**config.mk**
```make
export PLATFORM = sky130hd
export DESIGN_NAME = bitplane_sign_parser
export DESIGN_NICKNAME = d
export VERILOG_FILES = /design/src/rtl/sbd_pkg.sv /design/src/rtl/sbd_sig_bits.sv /design/src/rtl/sbd_out_stage.sv /design/src/rtl/bitplane_sign_parser.sv
export SDC_FILE = /design/constraint.sdc
export NUM_CORES = 1
export LEC_CHECK = 0
export BUFFER_PORTS_ARGS = -buffer_cell sky130_fd_sc_hd__buf_2
export CORE_ASPECT_RATIO = 0.6
export CORE_MARGIN = 4
export CORE_UTILIZATION = 63
export DETAILED_ROUTE_END_ITERATION = 16
export PLACE_DENSITY_LB_ADDON = 0.05
export RECOVER_POWER = 25
export SLEW_MARGIN = 20
export SYNTH_ARGS = -nofsm -noshare
export SYNTH_HDL_FRONTEND = slang
export SYNTH_SLANG_ARGS = --single-unit
```
**constraint.sdc**
```tcl
create_clock -name clk -period 9.85 [get_ports clk]
set_input_delay 1.97 -clock clk [delete_from_list [all_inputs] [get_ports clk]]
set_output_delay 1.97 -clock clk [all_outputs]
set_load 0.05 [all_outputs]
```
**src/rtl/sbd_pkg.sv**
```systemverilog
package sbd_pkg;
  typedef enum logic {
    ST_IDLE = 1'b0,
    ST_RUN  = 1'b1
  } run_state_e;
endpackage

```
**src/rtl/sbd_sig_bits.sv**
```systemverilog
module sbd_sig_bits #(
  parameter int MAX_COEF = 64,
  localparam int IDX_W = $clog2(MAX_COEF)
) (
  input  logic             clk,
  input  logic             rst_n,
  input  logic             clr,
  input  logic             set_en,
  input  logic [IDX_W-1:0] set_idx,
  input  logic [IDX_W-1:0] rd_idx,
  output logic             rd_bit
);
  logic [MAX_COEF-1:0] sig_q;

  always_ff @(posedge clk or negedge rst_n) begin
    if (!rst_n)      sig_q <= '0;
    else if (clr)    sig_q <= '0;
    else if (set_en) sig_q[set_idx] <= 1'b1;
  end

  assign rd_bit = sig_q[rd_idx];


  no_double_sig_chk: assert property (@(posedge clk) disable iff (!rst_n)
    (set_en && (set_idx == rd_idx)) |-> !rd_bit);
endmodule

```
**src/rtl/sbd_out_stage.sv**
```systemverilog
module sbd_out_stage #(
  parameter int PLANE_W = 4,
  parameter int IDX_W   = 6
) (
  input  logic               clk,
  input  logic               rst_n,
  input  logic               load,
  input  logic               d_mag,
  input  logic               d_sv,
  input  logic               d_sgn,
  input  logic [IDX_W-1:0]   d_idx,
  input  logic [PLANE_W-1:0] d_plane,
  output logic               can_take,
  output logic               out_valid,
  input  logic               out_ready,
  output logic               out_mag,
  output logic               out_sign_vld,
  output logic               out_sign,
  output logic [IDX_W-1:0]   out_index,
  output logic [PLANE_W-1:0] out_plane
);
  assign can_take = !out_valid || out_ready;

  always_ff @(posedge clk or negedge rst_n) begin
    if (!rst_n) begin
      out_valid    <= 1'b0;
      out_mag      <= 1'b0;
      out_sign_vld <= 1'b0;
      out_sign     <= 1'b0;
      out_index    <= '0;
      out_plane    <= '0;
    end else if (load) begin
      out_valid    <= 1'b1;
      out_mag      <= d_mag;
      out_sign_vld <= d_sv;
      out_sign     <= d_sgn;
      out_index    <= d_idx;
      out_plane    <= d_plane;
    end else if (out_ready) begin
      out_valid <= 1'b0;
    end
  end


  hold_on_stall_chk: assert property (@(posedge clk) disable iff (!rst_n)
    (out_valid && !out_ready) |=> (out_valid &&
      $stable({out_mag, out_sign_vld, out_sign, out_index, out_plane})));

  sign_needs_one_chk: assert property (@(posedge clk) disable iff (!rst_n)
    out_valid |-> (!out_sign_vld || out_mag));
endmodule

```
**src/rtl/bitplane_sign_parser.sv**
```systemverilog
module bitplane_sign_parser #(
  parameter int WORD_W   = 8,
  parameter int MAX_COEF = 64,
  parameter int PLANE_W  = 4,
  localparam int IDX_W = $clog2(MAX_COEF),
  localparam int CNT_W = $clog2(MAX_COEF + 1),
  localparam int PTR_W = $clog2(WORD_W)
) (
  input  logic               clk,
  input  logic               rst_n,
  input  logic               start,
  input  logic [PLANE_W-1:0] top_plane,
  input  logic [PLANE_W-1:0] low_plane,
  input  logic [CNT_W-1:0]   coef_count,
  output logic               busy,
  output logic [PLANE_W-1:0] req_plane,
  input  logic               in_valid,
  output logic               in_ready,
  input  logic [WORD_W-1:0]  in_word,
  output logic               out_valid,
  input  logic               out_ready,
  output logic               out_mag,
  output logic               out_sign_vld,
  output logic               out_sign,
  output logic [IDX_W-1:0]   out_index,
  output logic [PLANE_W-1:0] out_plane
);
  import sbd_pkg::*;

  run_state_e         st_q;
  logic [PLANE_W-1:0] plane_q, low_q;
  logic [IDX_W-1:0]   idx_q, last_q;
  logic [WORD_W-1:0]  word_q;
  logic [PTR_W-1:0]   ptr_q;
  logic               have_q, pend_q;

  logic               sig_bit, can_take, launch;
  logic [WORD_W-1:0]  word_sh;
  logic               mag_bit, next_bit, need_sign, at_edge;
  logic               emit_a, emit_b, emit, r_mag, r_sv, r_sgn;
  logic [PTR_W+1:0]   ptr_sum;

  assign launch    = start && (st_q == ST_IDLE);
  assign busy      = (st_q == ST_RUN);
  assign req_plane = plane_q;

  assign word_sh   = word_q >> ptr_q;
  assign mag_bit   = word_sh[0];
  assign next_bit  = word_sh[1];
  assign need_sign = mag_bit && !sig_bit;
  assign at_edge   = (ptr_q == PTR_W'(WORD_W - 1));
  assign ptr_sum   = {2'b00, ptr_q} + (need_sign ? (PTR_W+2)'(2) : (PTR_W+2)'(1));

  assign in_ready = busy && !have_q && (!pend_q || can_take);
  assign emit_a   = busy && have_q && !pend_q && can_take && !(need_sign && at_edge);
  assign emit_b   = busy && pend_q && in_valid && can_take;
  assign emit     = emit_a || emit_b;
  assign r_mag    = emit_b ? 1'b1 : mag_bit;
  assign r_sv     = emit_b ? 1'b1 : need_sign;
  assign r_sgn    = emit_b ? in_word[0] : (need_sign && next_bit);

  always_ff @(posedge clk or negedge rst_n) begin
    if (!rst_n) begin
      st_q <= ST_IDLE; plane_q <= '0; low_q <= '0; idx_q <= '0; last_q <= '0;
      word_q <= '0; ptr_q <= '0; have_q <= 1'b0; pend_q <= 1'b0;
    end else if (launch) begin
      st_q    <= ST_RUN;
      plane_q <= top_plane;
      low_q   <= low_plane;
      last_q  <= IDX_W'(coef_count - 1'b1);
      idx_q   <= '0;
      have_q  <= 1'b0;
      pend_q  <= 1'b0;
    end else if (busy) begin
      if (!have_q && !pend_q && in_valid) begin
        word_q <= in_word;
        ptr_q  <= '0;
        have_q <= 1'b1;
      end else if (have_q && !pend_q && need_sign && at_edge) begin
        pend_q <= 1'b1;
        have_q <= 1'b0;
      end
      if (emit_a) begin
        ptr_q <= PTR_W'(ptr_sum);
        if (ptr_sum >= (PTR_W+2)'(WORD_W)) have_q <= 1'b0;
      end
      if (emit_b) begin
        word_q <= in_word;
        ptr_q  <= PTR_W'(1);
        have_q <= 1'b1;
        pend_q <= 1'b0;
      end
      if (emit) begin
        if (idx_q == last_q) begin
          idx_q  <= '0;
          have_q <= 1'b0;
          if (plane_q == low_q) st_q <= ST_IDLE;
          else plane_q <= plane_q - 1'b1;
        end else begin
          idx_q <= idx_q + 1'b1;
        end
      end
    end
  end

  sbd_sig_bits #(.MAX_COEF(MAX_COEF)) u_sig (
    .clk(clk), .rst_n(rst_n), .clr(launch), .set_en(emit && r_sv),
    .set_idx(idx_q), .rd_idx(idx_q), .rd_bit(sig_bit)
  );

  sbd_out_stage #(.PLANE_W(PLANE_W), .IDX_W(IDX_W)) u_out (
    .clk(clk), .rst_n(rst_n), .load(emit), .d_mag(r_mag), .d_sv(r_sv),
    .d_sgn(r_sgn), .d_idx(idx_q), .d_plane(plane_q), .can_take(can_take),
    .out_valid(out_valid), .out_ready(out_ready), .out_mag(out_mag),
    .out_sign_vld(out_sign_vld), .out_sign(out_sign), .out_index(out_index),
    .out_plane(out_plane)
  );


  idle_no_ready_chk: assert property (@(posedge clk) disable iff (!rst_n)
    !busy |-> !in_ready);

  plane_floor_chk: assert property (@(posedge clk) disable iff (!rst_n)
    busy |-> (req_plane >= low_q));

  plane_descends_chk: assert property (@(posedge clk) disable iff (!rst_n)
    (busy && $past(busy)) |-> (req_plane <= $past(req_plane)));
endmodule

```
==> Word level (Yosys, flattened, before mapping) <==
Index checks and enable logic that the tools add are counted.
Widths: inputs -> output; s select.
{ "totals": {"ff_bits": 112, "out_inout_bits": 20, "word_cells": 118} }
{ "op_classes": {"addsub": 4, "n_lt_le_gt_ge": 3, "eq_ne": 5, "shifts": 1, "n_mux": 45, "n_bitwise": 3, "n_reduce_logical": 41} }
{ "ops": {"columns": ["op", "n"], "rows": [
  ["$mux 64", 2],
  ["$or 64x64->64", 1],
  ["$mux 1", 26],
  ["$mux 6", 4],
  ["$logic_and 1x1->1", 20],
  ["$mux 4", 5],
  ["$mux 8", 2],
  ["$reduce_bool 2->1", 6],
  ["$mux 3", 3],
  ["$reduce_and 3->1", 3],
  ["$shr 8x3->2", 1],
  ["$lt 6x7->1 const B", 1],
  ["$add 6x1->6 const B", 1],
  ["$bmux 1 s6", 1],
  ["$demux 1 s6", 1],
  ["$eq 6x6->1", 1],
  ["$ge 6x1->1 const B", 1],
  ["$reduce_bool 3->1", 2],
  ["$sub 6x1->6 const B", 1],
  ["$logic_not 1->1", 5],
  ["$add 3x2->4", 1],
  ["$eq 4x4->1", 1],
  ["$ge 4x4->1 const B", 1],
  ["$reduce_and 4->1", 1],
  ["other kinds (8)", 11]
]} }

==> Depth between registers and ports, before layout <==
{ "logic_depth": {"depth_word": 15, "mapped_depth": 16, "mapped_depth_nobuf": 11} }

==> Cells and area by module <==
Synthesis repeated with hierarchy kept, for this count alone.
{ "hier_totals": {"cells_unflattened": 521, "hier_area_um2": 5491.5} }
{ "by_module_without_submodules": {"columns": ["module", "instances", "cells_each", "area_per_inst_um2", "seq_area_each_um2"], "rows": [
  ["sbd_sig_bits", 1, 281, 2960.3, 1601.5],
  ["bitplane_sign_parser", 1, 210, 2010.7, 850.8],
  ["sbd_out_stage", 1, 30, 520.5, 350.3]
]} }

==> Least setup slack after synthesis <==
Ideal clock, no wire load.
{ "synth_timing": {"path_kind": "input port to output port", "from": "input out_ready", "to": "output in_ready", "t_arrival_ps": 2794, "path_slack_ps": 5086, "stages": 2, "cell_sequence": "nor2b_1 -> a21oi_1"} }
{ "synth_via": {"elab_chain_cells": 3} }
{ "synth_rtl": {"columns": ["item", "line_no", "text"], "rows": [
  ["from (decl)", "bitplane_sign_parser.sv:21", "input logic out_ready,"],
  ["$logic_or 1x1->1", "sbd_out_stage.sv:22", "assign can_take = !out_valid || out_ready;"],
  ["$logic_or 1x1->1", "bitplane_sign_parser.sv:54", "assign in_ready = busy && !have_q && (!pend_q || can_take);"],
  ["$logic_and 1x1->1", "bitplane_sign_parser.sv:54", null],
  ["to (decl)", "bitplane_sign_parser.sv:18", "output logic in_ready,"]
]} }
Every way passes these cells.

==> Worst setup path in the final report <==
Same ends and word-level chain as after synthesis.

==> metrics.txt <==
pins over their slew limit 83; main flop type after synthesis dfrtp_1; Mapped Area 5660 µm²; Hold EP u_sig.sig_q[0]; Worst Min Path Start u_sig.sig_q[0]; DP Area 5900 µm²; initial core utilization 0.656; most instantiated cells after synthesis 112 x dfrtp_1, 69 x nor2_1, 60 x nand2_1; Placer Congestion 0.841; Hold Crit Depth 2; final-layout fill cell count 653; Worst slew margin -0.613; area leader, netlist dfrtp_1; # hold bufs at CTS 0; largest net degree at the start of global routing 69; # diodes 0; WHS 486 ps; root buffer cell clkbuf_16; P per Cell Area 304 nW/µm²; setup violators final 0; async set or reset register ratio after synthesis 1.00; Reg2Reg Capture Point u_sig.sig_q[36]; PnR worst setup slack 5300 ps; startpoint types primary input; dpl ws 5310 ps; postcts setup bufs 0; Die Wd 130 µm; Detailed Routing Iterations Pass 1 8; CTS max path bufs 2; RR Startpoint idx_q[1]; Hold Fails Final Rpt 0; Max Fclk 220 MHz; Final ANT Viol Nets 0; routed vias/inst 6.43; first-pass GRT wire length 22.4 mm; Nets 633; top-count cell post-synth dfrtp_1; register area share after synthesis 0.495; Max VDD drop 0.216 mV; row count 26; I/O Buffers 46; Gate Count Post-Synth 580; Ys Warns 0; CTS sink cnt 112; HP Class reg -> reg; dpl hpwl 8.80 mm; via count 4607; CTS tree done; area grow syn2layout 9.46%; Routed WL per cell 18.7 µm; EDFF count, synth 0; routed wire length 13.4 mm; fin crit period 4550 ps; Num CTS Buffers 9; clock transition at the registers of the reported paths 70 ps; I/O pin cnt 48; RSZ-0062 raised after global routing no; number of global-route vias before repair 4381; initial antenna violation count 0; Worst Path Required 7880 ps; Clock Skew 7.15 ps; Worst Max-Slew Pin Slew 2420 ps; Storage cell area 2800 µm²; area of the multi-input gates 2610 µm²; P_leak 2.82 nW; failing checks capacitance limit, slew limit; Setup crit end kind primary output; synthesized net count 614; fin crit share 0.462; Core Region 8620 µm²; DIE AREA 10600 µm²; Synth Area per Inst 9.76 µm²; Design Area, Final 6190 µm²; Synth area leaders dfrtp_1 50%, a31oi_1 5.3%, nor2_1 4.6%; Die Y-Extent 81.4 µm; Power Total 1.88 mW; initial drt markers 521; status finished, violations left; Yosys cell types 60; WS Path Type in -> out; CP max FO 2; DRC Markers 0; clk_lat worst skew 350 ps; total gr overflow 0; H-Tree Level Count 3; MaxCap Viol Count 2; layout cells sized above 1 0.154; Data arrival, critical path 2580 ps; overall routing resource usage 0.272; share of the synthesized area in the top cell type 0.495; reg2reg setup slack 5630 ps; Register-to-Register Path Depth 10; setup_tns 0 ps; Yosys reg bits 112; Resized Gates After CTS 0
==> power breakdown <==
part	switching, mW	internal (mW)
combinational	0.533	0.289
clock	0.177	0.203
sequential	0.110	0.572
==> worst max-delay path by stage <==
stage / from / to / slack, ps / depth (start not counted)
global route: rst_n / u_out.out_sign_vld / 5050 / 2
floorplan: out_ready / in_ready / 5090 / 2
finish: out_ready / in_ready / 5300 / 4
global placement: out_ready / in_ready / 5370 / 4
detailed placement: out_ready / in_ready / 5310 / 4
CTS: out_ready / in_ready / 5310 / 4
==> layer usage <==
| metal | GRT usage | share of wire | routed length (µm) | up-vias |
|---|---|---|---|---|
| met5 | 0 | 0 | 0 | - |
| met4 | 0.0554 | 0.011 | 144 | 0 |
| met3 | 0.0867 | 0.091 | 1220 | 20 |
| met2 | 0.388 | 0.44 | 5950 | 225 |
| met1 | 0.410 | 0.45 | 6070 | 2250 |
| li1 | - | - | - | 2112 |
==> cell families (layout without fill, tap and decap cells) <==
family | Yosys count | after routing | share of synthesized area
adder cells (fa/ha/maj) | 6 | 6 | 0.0146
buffers and inverters | 60 | 84 | 0.0442
AO/OA/AOI/OAI | 135 | 135 | 0.157
flip-flops | 112 | 112 | 0.495
AND/OR/NAND/NOR | 209 | 209 | 0.176
XOR/XNOR | 15 | 15 | 0.0232
multiplexers | 43 | 43 | 0.0896
==> critical path: stages <==
cell and delay (ps):
buf_2 90, nor2b_1 50, a21oi_1 180, buf_2 290
==> flip-flops by register name, indices dropped and copies added, names as in the netlist <==
name	count
u_out.out_sign_vld	1
u_out.out_mag	1
have_q	1
busy	1
u_out.out_plane	4
u_out.out_sign	1
u_out.out_index	6
last_q	6
idx_q	6
ptr_q	3
word_q	8
u_out.out_valid	1
low_q	4
pend_q	1
u_sig.sig_q	64
req_plane	4
==> cells in the final DEF, fill, tap and decap left out, types with 15 or more instances in the layout <==
| cell | count |
|---|---|
| mux2_2 | 21 |
| nand2_1 | 60 |
| buf_2 | 37 |
| o21ai_0 | 22 |
| mux2i_1 | 18 |
| nand3_1 | 15 |
| a31oi_1 | 48 |
| nor2_1 | 69 |
| o21ai_1 | 16 |
| dfrtp_1 | 112 |
==> stage by stage <==
stage,util,std cells
floorplan,-,580
CTS,0.720,716
detailed placement,0.684,700
finish,0.718,716
global route,0.718,716
global placement,0.684,700
==> layout make-up <==
type | count | area share
multi-input cells | 408 | 0.422
clock buffers | 9 | 0.0364
well taps | 112 | 0.0226
flip-flops and latches | 112 | 0.453
repair buffers | 54 | 0.0444
inverters | 14 | 0.00848
clock inverters | 7 | 0.0137
Power figures use the tool's default switching activity.
